### src/rtl/note_seq_pkg.sv
package note_seq_pkg;

    localparam int DIV_CNT_W = 10;
    localparam int BYTE_W    = 8;

    typedef enum logic [2:0] {
        SQ_IDLE,
        SQ_S1_COARSE,
        SQ_S1_FINE,
        SQ_S2_COARSE,
        SQ_S2_FINE
    } seq_state_t;

    typedef struct packed {
        logic [BYTE_W-1:0] coarse;
        logic [BYTE_W-1:0] fine;
    } span_t;

    // Terminal count of the prescaler for a valid code (division minus one)
    function automatic logic [DIV_CNT_W-1:0] div_limit(input logic [2:0] code);
        logic [DIV_CNT_W-1:0] lim;
        unique case (code)
            3'd2:    lim = DIV_CNT_W'(7);
            3'd3:    lim = DIV_CNT_W'(63);
            3'd4:    lim = DIV_CNT_W'(255);
            3'd5:    lim = DIV_CNT_W'(1023);
            default: lim = '0;
        endcase
        return lim;
    endfunction

endpackage

### src/rtl/tick_prescaler.sv
module tick_prescaler
    import note_seq_pkg::*;
#(
    parameter logic [2:0] RESET_CODE = 3'd4
) (
    input  logic       clk,
    input  logic       rst_n,
    input  logic       restart,
    input  logic       load,
    input  logic [2:0] code_in,
    output logic       tick
);
    logic [2:0]           code_q;
    logic [DIV_CNT_W-1:0] cnt_q;
    logic                 code_ok;

    assign code_ok = (code_in >= 3'd1) && (code_in <= 3'd5);
    assign tick    = (cnt_q == div_limit(code_q));

    always_ff @(posedge clk or negedge rst_n) begin
        if (!rst_n) begin
            code_q <= RESET_CODE;
            cnt_q  <= '0;
        end else begin
            if (restart && load && code_ok)
                code_q <= code_in;
            if (restart || tick)
                cnt_q <= '0;
            else
                cnt_q <= cnt_q + 1'b1;
        end
    end
endmodule

### src/rtl/stage_planner.sv
module stage_planner
    import note_seq_pkg::*;
(
    input  span_t attack_in,
    input  span_t delay_in,
    output span_t stage1,
    output span_t stage2,
    output logic  hold_first
);
    logic [2*BYTE_W-1:0] atk, dly;

    assign atk = attack_in;
    assign dly = delay_in;

    always_comb begin
        if (atk > dly) begin
            hold_first = 1'b1;
            stage1     = span_t'(atk - dly);
            stage2     = span_t'(dly);
        end else begin
            hold_first = 1'b0;
            stage1     = span_t'(atk);
            stage2     = span_t'(dly - atk);
        end
    end
endmodule

### src/rtl/seq_fsm.sv
module seq_fsm
    import note_seq_pkg::*;
(
    input  logic  clk,
    input  logic  rst_n,
    input  logic  note_on,
    input  logic  note_off,
    input  logic  tick,
    input  span_t stage1_in,
    input  span_t stage2_in,
    input  logic  hold_first_in,
    output logic  attack_out,
    output logic  hold_start,
    output logic  hold_stop,
    output logic  hold_active
);
    seq_state_t        state_q, state_d;
    span_t             s1_q, s2_q;
    logic              hf_q;
    logic [BYTE_W-1:0] tk_q, per_q;
    logic [BYTE_W-1:0] cur_coarse, cur_fine;
    logic              period_done, coarse_done, fine_done;
    logic              s1_end, s2_end, is_coarse;

    always_comb begin
        cur_coarse = s2_q.coarse;
        cur_fine   = s2_q.fine;
        if (state_q == SQ_S1_COARSE || state_q == SQ_S1_FINE) begin
            cur_coarse = s1_q.coarse;
            cur_fine   = s1_q.fine;
        end
    end

    assign is_coarse   = (state_q == SQ_S1_COARSE) || (state_q == SQ_S2_COARSE);
    assign period_done = tick && (tk_q == {BYTE_W{1'b1}});
    assign coarse_done = period_done && ((per_q + 1'b1) == cur_coarse);
    assign fine_done   = tick && ((cur_fine == '0) || (tk_q == (cur_fine - 1'b1)));
    assign s1_end      = (state_q == SQ_S1_FINE) && fine_done;
    assign s2_end      = (state_q == SQ_S2_FINE) && fine_done;

    // Next-state logic
    always_comb begin
        state_d = state_q;
        if (note_off) begin
            state_d = SQ_IDLE;
        end else if (note_on) begin
            state_d = (stage1_in.coarse != '0) ? SQ_S1_COARSE : SQ_S1_FINE;
        end else begin
            unique case (state_q)
                SQ_IDLE:      state_d = SQ_IDLE;
                SQ_S1_COARSE: if (coarse_done) state_d = SQ_S1_FINE;
                SQ_S1_FINE:   if (fine_done)
                                  state_d = (s2_q.coarse != '0) ? SQ_S2_COARSE : SQ_S2_FINE;
                SQ_S2_COARSE: if (coarse_done) state_d = SQ_S2_FINE;
                SQ_S2_FINE:   if (fine_done) state_d = SQ_IDLE;
                default:      state_d = SQ_IDLE;
            endcase
        end
    end

    // State register, captured spans and phase counters
    always_ff @(posedge clk or negedge rst_n) begin
        if (!rst_n) begin
            state_q <= SQ_IDLE;
            s1_q    <= '0;
            s2_q    <= '0;
            hf_q    <= 1'b0;
            tk_q    <= '0;
            per_q   <= '0;
        end else begin
            state_q <= state_d;
            if (note_on && !note_off) begin
                s1_q <= stage1_in;
                s2_q <= stage2_in;
                hf_q <= hold_first_in;
            end
            if (note_on || note_off || (state_d != state_q)) begin
                tk_q  <= '0;
                per_q <= '0;
            end else if (tick && state_q != SQ_IDLE) begin
                tk_q <= tk_q + 1'b1;
                if (is_coarse && period_done)
                    per_q <= per_q + 1'b1;
            end
        end
    end

    // Output register
    always_ff @(posedge clk or negedge rst_n) begin
        if (!rst_n) begin
            attack_out  <= 1'b0;
            hold_active <= 1'b0;
            hold_start  <= 1'b0;
            hold_stop   <= 1'b0;
        end else begin
            hold_start <= 1'b0;
            hold_stop  <= 1'b0;
            if (note_off) begin
                attack_out  <= 1'b0;
                hold_active <= 1'b0;
                hold_stop   <= 1'b1;
            end else if (note_on) begin
                attack_out  <= 1'b1;
                hold_active <= 1'b0;
                hold_stop   <= hold_active;
            end else if ((s1_end && hf_q) || (s2_end && !hf_q)) begin
                hold_start  <= 1'b1;
                hold_active <= 1'b1;
            end else if (s1_end || s2_end) begin
                attack_out  <= 1'b0;
            end
        end
    end
endmodule

### src/rtl/note_seq_top.sv
module note_seq_top
    import note_seq_pkg::*;
(
    input  logic       clk,
    input  logic       rst_n,
    input  logic       note_on,
    input  logic       note_off,
    input  logic       load_prescale,
    input  logic [2:0] prescale_code,
    input  logic [7:0] attack_coarse,
    input  logic [7:0] attack_fine,
    input  logic [7:0] delay_coarse,
    input  logic [7:0] delay_fine,
    output logic       attack_out,
    output logic       hold_start,
    output logic       hold_stop,
    output logic [1:0] state_bits
);
    logic  tick, hold_first, hold_active;
    span_t atk_span, dly_span, st1, st2;

    assign atk_span = '{coarse: attack_coarse, fine: attack_fine};
    assign dly_span = '{coarse: delay_coarse,  fine: delay_fine};

    tick_prescaler #(.RESET_CODE(3'd4)) u_presc (
        .clk     (clk),
        .rst_n   (rst_n),
        .restart (note_on && !note_off),
        .load    (load_prescale),
        .code_in (prescale_code),
        .tick    (tick)
    );

    stage_planner u_plan (
        .attack_in  (atk_span),
        .delay_in   (dly_span),
        .stage1     (st1),
        .stage2     (st2),
        .hold_first (hold_first)
    );

    seq_fsm u_fsm (
        .clk           (clk),
        .rst_n         (rst_n),
        .note_on       (note_on),
        .note_off      (note_off),
        .tick          (tick),
        .stage1_in     (st1),
        .stage2_in     (st2),
        .hold_first_in (hold_first),
        .attack_out    (attack_out),
        .hold_start    (hold_start),
        .hold_stop     (hold_stop),
        .hold_active   (hold_active)
    );

    assign state_bits = {hold_active, attack_out};
endmodule

### config.mk
export PLATFORM = sky130hd
export DESIGN_NAME = note_seq_top
export DESIGN_NICKNAME = d
export VERILOG_FILES = /design/src/rtl/note_seq_pkg.sv /design/src/rtl/tick_prescaler.sv /design/src/rtl/stage_planner.sv /design/src/rtl/seq_fsm.sv /design/src/rtl/note_seq_top.sv
export SDC_FILE = /design/constraint.sdc
export NUM_CORES = 1
export LEC_CHECK = 0
export ABC_AREA = 1
export CELL_PAD_IN_SITES_DETAIL_PLACEMENT = 1
export CELL_PAD_IN_SITES_GLOBAL_PLACEMENT = 1
export CORE_AREA = 2 2 114 116
export CTS_CLUSTER_SIZE = 25
export DETAILED_ROUTE_END_ITERATION = 6
export DIE_AREA = 0 0 116 118
export DONT_BUFFER_PORTS = 1
export PLACE_DENSITY = 0.93
export SLEW_MARGIN = 20
export SYNTH_ARGS = -nofsm -noshare
export SYNTH_HDL_FRONTEND = slang
export SYNTH_SLANG_ARGS = --single-unit
### constraint.sdc
create_clock -name clk -period 5.68 [get_ports clk]
set_input_delay 0.284 -clock clk [delete_from_list [all_inputs] [get_ports clk]]
set_output_delay 0.284 -clock clk [all_outputs]
set_load 0.01 [all_outputs]
==> results of run 1 <==
[logic make-up after synthesis]
group / Yosys count / synth area share
AOI/OAI and AO/OA: 163 / 0.147
xor gates and xnor gates: 51 / 0.0738
adders and majority gates: 40 / 0.0852
buffers and inverters: 167 / 0.110
DFF: 69 / 0.285
muxes: 3 / 0.00496
and+or+nand+nor: 400 / 0.293
[final cells by class]
cell class | instances | area share
well taps | 172 | 0.0332
repair buffers | 4 | 0.00812
inverters | 141 | 0.0817
flip-flops and latches | 69 | 0.267
clock buffers | 13 | 0.0417
clock inverters | 3 | 0.00290
multi-input cells | 657 | 0.565
[routing by layer]
layer	vias to the layer above	GRT usage	wire, um
li1	2840	-	-
met1	2871	0.343	7980
met2	122	0.540	10100
met3	54	0.0505	804
met4	0	0.115	669
met5	-	0	0
[Yosys cell counts (2+ instances only)]
| master | n |
|---|---|
| buf_6 | 3 |
| nor2_4 | 2 |
| inv_1 | 136 |
| o21ai_1 | 9 |
| clkbuf_2 | 4 |
| nor3b_1 | 2 |
| o31ai_1 | 2 |
| nand3_1 | 52 |
| or2_2 | 2 |
| nand2_1 | 196 |
| inv_2 | 4 |
| fa_1 | 2 |
| nand2_2 | 12 |
| nand3b_1 | 2 |
| a21oi_1 | 46 |
| o21ai_0 | 81 |
| buf_4 | 2 |
| o21bai_1 | 2 |
| o2111ai_1 | 3 |
| nand3_4 | 3 |
| buf_2 | 4 |
| xor2_1 | 39 |
| nor4_1 | 4 |
| ha_1 | 38 |
| o211ai_1 | 7 |
| a21boi_0 | 2 |
| nor2_1 | 87 |
| nand4_1 | 11 |
| nor2_2 | 10 |
| a31oi_1 | 5 |
| dfrtp_1 | 68 |
| clkbuf_1 | 12 |
| mux2i_1 | 3 |
| xnor2_1 | 12 |
| nor3_1 | 12 |
[metrics by stage]
| stage | hold slack, ns | cells | cell area [um2] | power, mW |
|---|---|---|---|---|
| final | 0.00854 | 1059 | 6470 | 1.78 |
| after global routing | 0.00380 | 1059 | 6470 | 1.88 |
| after CTS | 0.00401 | 1059 | 6470 | 1.78 |
| after detailed placement | -0.0106 | 1041 | 6150 | 1.20 |
| after global placement | -0.0100 | 1041 | 6150 | 1.16 |
| after floorplan | -0.0116 | 893 | 6050 | 1.05 |
[power by group]
group          internal [mW]  switching [mW]  leakage, nW
Sequential             0.559          0.0565        0.887
Clock                  0.331           0.216        0.146
Combinational          0.199           0.416         2.24
[registers in the layout (all words and copies together), names as in the netlist]
signal             cells
u_fsm.s1_q            16
u_fsm.s2_q            16
u_presc.cnt_q         10
u_fsm.per_q            8
u_fsm.tk_q             8
u_fsm.state_q          3
u_presc.code_q         3
u_fsm.attack_out       1
u_fsm.hf_q             1
u_fsm.hold_active      1
u_fsm.hold_start       1
u_fsm.hold_stop        1
[what timing repair did]
| item | in CTS | in global routing |
|---|---|---|
| hold buffers | 2 | 0 |
| endpoints found under the hold margin | 69 | 0 |
| resized for setup | 0 | 0 |
[worst max path at each step]
stage	start	cells past startpoint	end	slack (ns)
global route	attack_fine[0]	22	u_fsm.per_q[7]	1.58
finish	attack_fine[0]	22	u_fsm.per_q[7]	1.96
global placement	attack_fine[0]	22	u_fsm.tk_q[0]	2.01
floorplan	attack_fine[0]	22	u_fsm.per_q[0]	2.96
CTS	attack_fine[0]	22	u_fsm.tk_q[4]	2.02
detailed placement	attack_fine[0]	22	u_fsm.tk_q[0]	1.73
==> results.py, run 1 <==
metrics = {
    "timing": {
        "fmax_mhz": 269,
        "finalSetupViolCount": 0,
        "tns_ns": 0,
        "setup_ws_ns": 1.96,
        "timing.slew.headroom": 0.443,
        "worst-slew-pin-transition_ns": 0.832,
        "rsz0062_at_grt": "no",
        "post-route-min-period_ns": 3.72,
        "min_period_over_period": 0.655,
        "slew_viol_final": 0,
        "hold_viol": 0,
        "clock-skew-final_ns": 0.00599,
    },
    "clocking": {
        "clock_latency_ns": 0.34,
        "ctsRootBufferMaster": "clkbuf_16",
        "cts_buffer_depth": 2,
        "cts.sinks": 69,
        "cts-buffers-inserted": 9,
        "tritoncts": "done",
        "htreeDepth": 3,
        "path_clk_slew_ns": 0.06,
        "postCtsSetupBuffers": 0,
    },
    "hold_path": {
        "min_path_type": "in -> reg",
        "hold_depth": 1,
        "hold_path_end": "u_fsm.state_q[2]",
        "hp-start": "note_off",
    },
    "finish": {
        "drive_gt1_frac": 0.0665,
        "diodes": 0,
        "layout_commonest_cell": "nand2_1",
        "regArea_mm2": 0.00173,
        "fillers": 1681,
        "finish.utilization": 0.522,
        "final_cell_mix": "nand2_1 (196), inv_1 (136), nor2_1 (86), o21ai_0 (81), dfrtp_1 (68)",
        "area_delta_synth_final_pct": 6.97,
        "fin_nets": 962,
        "multi_input_area_mm2": 0.00366,
    },
    "drt": {
        "firstDrtPassIters": 4,
        "drc": 0,
        "ant_nets": 0,
        "wl_um": 19600,
        "via_count": 5887,
        "vias_per_cell": 5.56,
        "drt_iter0_markers": 345,
        "wire_per_inst_um": 18.5,
    },
    "logic_synthesis": {
        "yosysTopAreaCellShare": 0.281,
        "netlist.top_cell.by_area": "dfrtp_1",
        "async_flop_share": 1.00,
        "ys.warnings.count": 0,
        "ys_ff_latch": 69,
        "synth_edf_count": 0,
        "avgSynthCellArea_um2": 6.78,
        "synth_cell_types": 49,
        "yosysSeqAreaShare": 0.285,
        "synth_area_leaders": "dfrtp_1 (28%), nand2_1 (12%), inv_1 (8.4%), ha_1 (7.9%), o21ai_0 (6.7%)",
        "syn_area_mm2": 0.00605,
        "syn_nets": 973,
        "synth-main-ff-cell": "dfrtp_1",
        "syn_inst": 893,
    },
    "placement": {
        "dp_slack_ns": 1.73,
        "post-dp-hpwl_um": 14700,
        "place_congestion": 0.933,
        "port_buffers": 0,
    },
    "critical_path": {
        "r2r_end": "u_fsm.per_q[7]",
        "crit_path_cell_trace": "inv_1, ha_1, fa_1, o21ai_1, nand2_1, o211ai_2, nand2_1, nand2_1, nand2_2, inv_2, nand3_1, nand2_1, nand2_1, nor2_1, nand3_1, nand2_1, inv_1, nand2_1, nand2_1, nand2_1, nand3_4, nor2_1",
        "cp-start-kind": "input port",
        "worst_ep_required_time_ns": 5.93,
        "path_class": "in -> reg",
        "critical_path.max_fanout": 53,
        "reg2reg_depth": 22,
        "cpPeakStageDelay_ns": 0.45,
        "cp-end-kind": "flip-flop",
        "critPathBufInv": 3,
        "r2r_start": "u_fsm.state_q[2]",
        "crit_family": "simple AND/OR/NAND/NOR gates",
        "cp_slowest_cell": "nand2_2",
        "rrSetupSlack_ns": 2.12,
        "arrival_ns": 3.97,
        "timing.critical_path.mode_cell": "nand2_1",
    },
    "grt": {
        "antenna_found_initial": 0,
        "grt_pass1_wl_um": 32200,
        "grt_max_degree": 70,
        "grt_pass1_vias": 6461,
        "grt_usage": 0.298,
        "grt_overflow": 0,
    },
    "floorplanning": {
        "rows": 41,
        "die_x_um": 116,
        "ioPinCount": 45,
        "die_h_um": 118,
        "die_area_mm2": 0.0137,
        "start_util": 0.488,
        "coreArea_mm2": 0.0124,
    },
    "pwr": {
        "p_per_area_mw_per_mm2": 274,
        "power.leakage_nw": 3.27,
        "vdd_drop_max_mv": 0.156,
    },
    "flow_run": {
        "cap_violations": 0,
    },
    "run_status": {
        "status": "complete, no violations",
    },
}
Power figures use the tool's default switching activity.
==> inputs of run 2 (changes only) <==
- CORE_AREA: 2 2 114 116 -> 2 2 117 119
- DIE_AREA: 0 0 116 118 -> 0 0 119 121
- PLACE_DENSITY: 0.93 -> 0.89
- clock period: 5.68 -> 3.72 ns (I/O delays scaled with it)
==> run 2 against run 1 <==
  * Final cell count up 0.76%
  * Combinational power increased by 48%
  * Largest power group unchanged
  * Largest cell class unchanged
  * Critical endpoint is now u_fsm.tk_q[3]
  * Count of clock-buffer cells in the layout is 2 lower
  * First-iteration DRC count up 2.3%
  * Cell area grew 0.56%
  * Register-to-register slack worse by 1.8 ns
==> results.py, run 2 (synthesized netlist as in run 1, its figures left out) <==
metrics = {
    "run_status": {
        "status": "complete, no violations",
    },
    "timing": {
        "min_period_over_period": 0.909,
        "slew_viol_final": 0,
        "hold_viol": 0,
        "setup_ws_ns": 0.338,
        "rsz0062_at_grt": "no",
        "finalSetupViolCount": 0,
        "fmax_mhz": 296,
        "post-route-min-period_ns": 3.38,
        "clock-skew-final_ns": 0.00599,
        "tns_ns": 0,
        "worst-slew-pin-transition_ns": 0.520,
        "timing.slew.headroom": 0.650,
    },
    "pwr": {
        "clkPwrFrac": 0.312,
        "p_comb_frac": 0.340,
        "power.switching_mw": 1.01,
        "p_int_mw": 1.68,
        "vdd_drop_max_mv": 0.218,
        "power_frac_seq": 0.348,
        "power.leakage_nw": 3.29,
        "swShare": 0.375,
        "p_per_area_mw_per_mm2": 412,
    },
    "critical_path": {
        "arrival_ns": 3.63,
        "path_class": "reg -> reg",
        "worst_ep_required_time_ns": 3.97,
        "critical_path.max_fanout": 17,
        "cp-start-kind": "flip-flop",
        "cp-end-kind": "flip-flop",
    },
    "finish": {
        "fin_nets": 966,
        "diodes": 0,
        "area_delta_synth_final_pct": 7.57,
        "regArea_mm2": 0.00173,
        "layout_commonest_cell": "nand2_1",
        "final_cell_mix": "nand2_1 (196), inv_1 (136), nor2_1 (86), o21ai_0 (81), dfrtp_1 (68)",
        "fillers": 1700,
        "drive_gt1_frac": 0.0673,
        "reg.largest.list": "u_fsm.s1_q (16), u_fsm.s2_q (16), u_presc.cnt_q (10)",
        "multi_input_area_mm2": 0.00366,
    },
    "clocking": {
        "cts_hold_buf": 4,
        "clock_latency_ns": 0.33,
        "cts_buffer_depth": 2,
        "postCtsSetupBuffers": 0,
        "path_clk_slew_ns": 0.06,
        "cts-buffers-inserted": 9,
        "cts_resized": 0,
        "htreeDepth": 3,
        "ctsRootBufferMaster": "clkbuf_16",
        "tritoncts": "done",
        "cts.sinks": 69,
    },
    "drt": {
        "drc": 0,
        "ant_nets": 0,
        "drt_iter0_markers": 353,
        "vias_per_cell": 5.43,
        "firstDrtPassIters": 5,
        "via_count": 5797,
        "wire_per_inst_um": 16.8,
        "wl_um": 18000,
    },
    "grt": {
        "grt_max_degree": 70,
        "grt_pass1_vias": 6128,
        "grt_overflow": 0,
        "antenna_found_initial": 0,
        "grt_pass1_wl_um": 30100,
        "grt_usage": 0.262,
    },
    "floorplanning": {
        "rows": 42,
        "die_h_um": 121,
        "coreArea_mm2": 0.0131,
        "start_util": 0.463,
        "ioPinCount": 45,
        "die_area_mm2": 0.0144,
        "die_x_um": 119,
    },
    "placement": {
        "place_congestion": 0.971,
        "dp_slack_ns": 0.320,
        "post-dp-hpwl_um": 14000,
        "port_buffers": 0,
    },
    "flow_run": {
        "cap_violations": 0,
    },
    "hold_path": {
        "min_path_type": "in -> reg",
    },
}
==> run 2: routing by layer <==
metal / wire length (um) / share of wire / vias up / global-route usage
li1: - / - / 2857 / -
met1: 8040 / 0.45 / 2803 / 0.329
met2: 8980 / 0.50 / 114 / 0.470
met3: 616 / 0.034 / 23 / 0.0315
met4: 323 / 0.018 / 0 / 0.0833
met5: 0 / 0 / - / 0
==> run 2: per-stage QoR <==
step	power, mW	cells	area (um2)	hold slack, ns	util
finish	2.68	1067	6510	0.00505	0.498
global route	2.86	1067	6510	0.0201	0.498
CTS	2.70	1067	6510	0.000760	0.498
detailed placement	1.82	1047	6170	-0.109	0.471
global placement	1.78	1047	6170	-0.108	0.471
floorplan	1.60	893	6050	-0.110	-
==> run 2: power by group through the flow <==
| stage | clock network (mW) | logic (mW) | registers, mW |
|---|---|---|---|
| after floorplan | 0 | 0.684 | 0.920 |
| after global placement | 0 | 0.845 | 0.938 |
| after detailed placement | 0 | 0.877 | 0.945 |
| after CTS | 0.849 | 0.913 | 0.934 |
| after global routing | 0.872 | 1.04 | 0.948 |
| final | 0.836 | 0.913 | 0.934 |
==> run 2: worst paths after layout <==
kind / startpoint / end / slack (ns) / depth (start not counted)
setup / recovery: u_fsm.state_q[2] / u_fsm.tk_q[3] / 0.34 / 21
hold / removal: delay_coarse[2] / u_fsm.s2_q[10] / 0.005 / 2
setup reg to reg: u_fsm.state_q[2] / u_fsm.tk_q[3] / 0.34 / 21
hold reg to reg: u_fsm.s1_q[10] / u_fsm.s1_q[10] / 0.48 / 2
max in group asynchronous: rst_n / u_fsm.s2_q[6] / 3.01 / 2
min in group asynchronous: rst_n / u_fsm.per_q[1] / 0.40 / 2
==> run 2: critical path, stage by stage, from the launching register on <==
cell,delay (ns)
dfrtp_1,0.40
inv_1,0.21
nand3_4,0.18
nand2_4,0.24
nand2_1,0.12
nand2_2,0.12
ha_1,0.25
xor2_1,0.13
nand3_1,0.10
nor2_1,0.11
nand2_1,0.05
nor2_1,0.10
nand3_1,0.10
nand2_2,0.14
nand3_1,0.15
inv_2,0.11
nand2_1,0.07
nand3_2,0.08
nand3_1,0.07
nand2_1,0.11
nand3_4,0.25
nor2_1,0.20
==> run 2: layout make-up <==
cell class / count / share of cell area
timing repair buffer: 8 / 0.0135
inverter: 141 / 0.0813
clock buffer: 11 / 0.0357
sequential: 69 / 0.265
tap: 176 / 0.0338
clock inverter: 5 / 0.00807
multi-input combinational: 657 / 0.562
==> inputs of run 3 (changes only) <==
- HOLD_SLACK_MARGIN: not set -> 0.06
==> run 3 against run 2 <==
  * Sequential share of layout area down 0.60 points
  * Sequential cell count did not move
  * Highest routed layer unchanged
  * Total power rose by 0.62%
  * Utilization rose by 1.1 points
  * Final cell count is 1.4% higher
==> results.py, run 3 (synthesized netlist as in run 1, its figures left out) <==
metrics = {
    "run_status": {
        "status": "complete, no violations",
    },
    "pwr": {
        "p_per_area_mw_per_mm2": 405,
        "clkPwrFrac": 0.311,
        "power.leakage_nw": 3.35,
        "vdd_drop_max_mv": 0.217,
        "swShare": 0.375,
        "p_int_mw": 1.69,
        "p_comb_frac": 0.343,
        "power_frac_seq": 0.346,
        "power.switching_mw": 1.01,
    },
    "timing": {
        "slew_viol_final": 0,
        "fmax_mhz": 295,
        "rsz0062_at_grt": "no",
        "hold_viol": 0,
        "post-route-min-period_ns": 3.39,
        "finalSetupViolCount": 0,
        "clock-skew-final_ns": 0.00767,
        "tns_ns": 0,
        "min_period_over_period": 0.912,
        "worst-slew-pin-transition_ns": 0.520,
        "timing.slew.headroom": 0.650,
    },
    "finish": {
        "layout_commonest_cell": "nand2_1",
        "fillers": 1696,
        "drive_gt1_frac": 0.0662,
        "fin_area_mm2": 0.00666,
        "diodes": 0,
        "final_cell_mix": "nand2_1 (196), inv_1 (136), nor2_1 (86), o21ai_0 (81), dfrtp_1 (68)",
        "fin_nets": 981,
        "reg.largest.list": "u_fsm.s1_q (16), u_fsm.s2_q (16), u_presc.cnt_q (10)",
        "area_delta_synth_final_pct": 10.0,
    },
    "floorplanning": {
        "coreArea_mm2": 0.0131,
        "ioPinCount": 45,
        "die_h_um": 121,
        "rows": 42,
        "die_x_um": 119,
        "die_area_mm2": 0.0144,
        "start_util": 0.463,
    },
    "placement": {
        "place_congestion": 0.971,
        "post-dp-hpwl_um": 14000,
        "place_area_mm2": 0.00617,
        "port_buffers": 0,
    },
    "clocking": {
        "postCtsSetupBuffers": 0,
        "cts-buffers-inserted": 9,
        "tritoncts": "done",
        "htreeDepth": 3,
        "cts_buffer_depth": 2,
        "clock_latency_ns": 0.34,
        "cts.sinks": 69,
        "ctsRootBufferMaster": "clkbuf_16",
        "path_clk_slew_ns": 0.06,
    },
    "drt": {
        "firstDrtPassIters": 4,
        "drt_iter0_markers": 343,
        "drc": 0,
        "via_count": 5876,
        "ant_nets": 0,
        "wire_per_inst_um": 16.9,
        "vias_per_cell": 5.43,
        "wl_um": 18300,
    },
    "grt": {
        "antenna_found_initial": 0,
        "grt_pass1_wl_um": 30800,
        "grt_pass1_vias": 6284,
        "grt_usage": 0.268,
        "grt_max_degree": 70,
        "grt_overflow": 0,
    },
    "critical_path": {
        "rrSetupSlack_ns": 0.33,
        "crit_path_cell_trace": "inv_1, nand3_4, nand2_4, nand2_1, nand2_2, ha_1, xor2_1, nand3_1, nor2_1, nand2_1, nor2_1, nand3_1, nand2_2, nand3_1, inv_2, nand2_1, nand3_2, nand3_1, nand2_1, nand3_4, nor2_1",
        "r2r_end": "u_fsm.tk_q[3]",
        "critPathCapture": "u_fsm.tk_q[3]",
        "cp_slowest_cell": "dfrtp_1",
        "cp-start-kind": "flip-flop",
        "startpoint": "u_fsm.state_q[2]",
        "cpPeakStageDelay_ns": 0.40,
        "arrival_ns": 3.64,
        "path_class": "reg -> reg",
        "reg2reg_depth": 21,
        "worst_ep_required_time_ns": 3.97,
        "critical_path.max_fanout": 17,
        "r2r_start": "u_fsm.state_q[2]",
        "cp-end-kind": "flip-flop",
    },
    "flow_run": {
        "cap_violations": 0,
    },
    "hold_path": {
        "min_path_type": "in -> reg",
    },
}
-- run 3: per-stage QoR --
step	setup WS [ns]	util	hold slack (ns)	std cells	total power, mW
2_1_floorplan	1.01	-	-0.110	893	1.60
3_3_place_gp	0.500	0.471	-0.108	1047	1.78
4_1_cts	0.378	0.509	0.0618	1082	2.71
6_report	0.327	0.509	0.0655	1082	2.70
5_1_grt	0.0217	0.509	0.0775	1082	2.88
3_5_place_dp	0.320	0.471	-0.109	1047	1.82
-- run 3: power by group through the flow --
stage                     Sequential (mW)  Combinational (mW)  Clock, mW
after floorplan                     0.920               0.684          0
after global placement              0.938               0.845          0
after detailed placement            0.945               0.877          0
after CTS                           0.934               0.927      0.849
after global routing                0.948                1.06      0.872
final                               0.933               0.926      0.841
-- run 3: how the worst min path moves through the flow --
stage	from	to	slack, ns	depth (start not counted)
2_1_floorplan	rst_n	u_fsm.attack_out	-0.11	0
3_3_place_gp	rst_n	u_fsm.s2_q[8]	-0.11	0
3_5_place_dp	rst_n	u_fsm.s2_q[9]	-0.11	0
4_1_cts	delay_coarse[4]	u_fsm.s2_q[12]	0.06	2
5_1_grt	attack_coarse[5]	u_fsm.s1_q[13]	0.08	2
6_report	prescale_code[1]	u_presc.code_q[1]	0.07	2
-- run 3: timing repair --
item                                   CTS  global route
endpoints found under the hold margin   86             0
hold buffers                            19             0
resized for setup                        0             0
-- run 3: cell type report --
cell class | instances | area (um2) | area share
sequential | 69 | 1730 | 0.259
timing repair buffer | 23 | 238 | 0.0357
tap | 176 | 220 | 0.0331
clock inverter | 5 | 52.6 | 0.00789
inverter | 141 | 529 | 0.0795
clock buffer | 11 | 233 | 0.0349
multi-input combinational | 657 | 3660 | 0.550
-- run 3: critical path: cells and delay by family, from the launching register on --
| kind | cells | cell delay (ns) |
|---|---|---|
| xor gates and xnor gates | 1 | 0.13 |
| adders and majority gates | 1 | 0.25 |
| buffers and inverters | 2 | 0.32 |
| DFF | 1 | 0.40 |
| and+or+nand+nor | 17 | 2.20 |
-- run 3: routing by layer --
| metal | vias up | part of all wire | track usage |
|---|---|---|---|
| li1 | 2886 | - | - |
| met1 | 2821 | 0.44 | 0.332 |
| met2 | 136 | 0.50 | 0.481 |
| met3 | 33 | 0.037 | 0.0310 |
| met4 | 0 | 0.023 | 0.0952 |
| met5 | - | 0 | 0 |
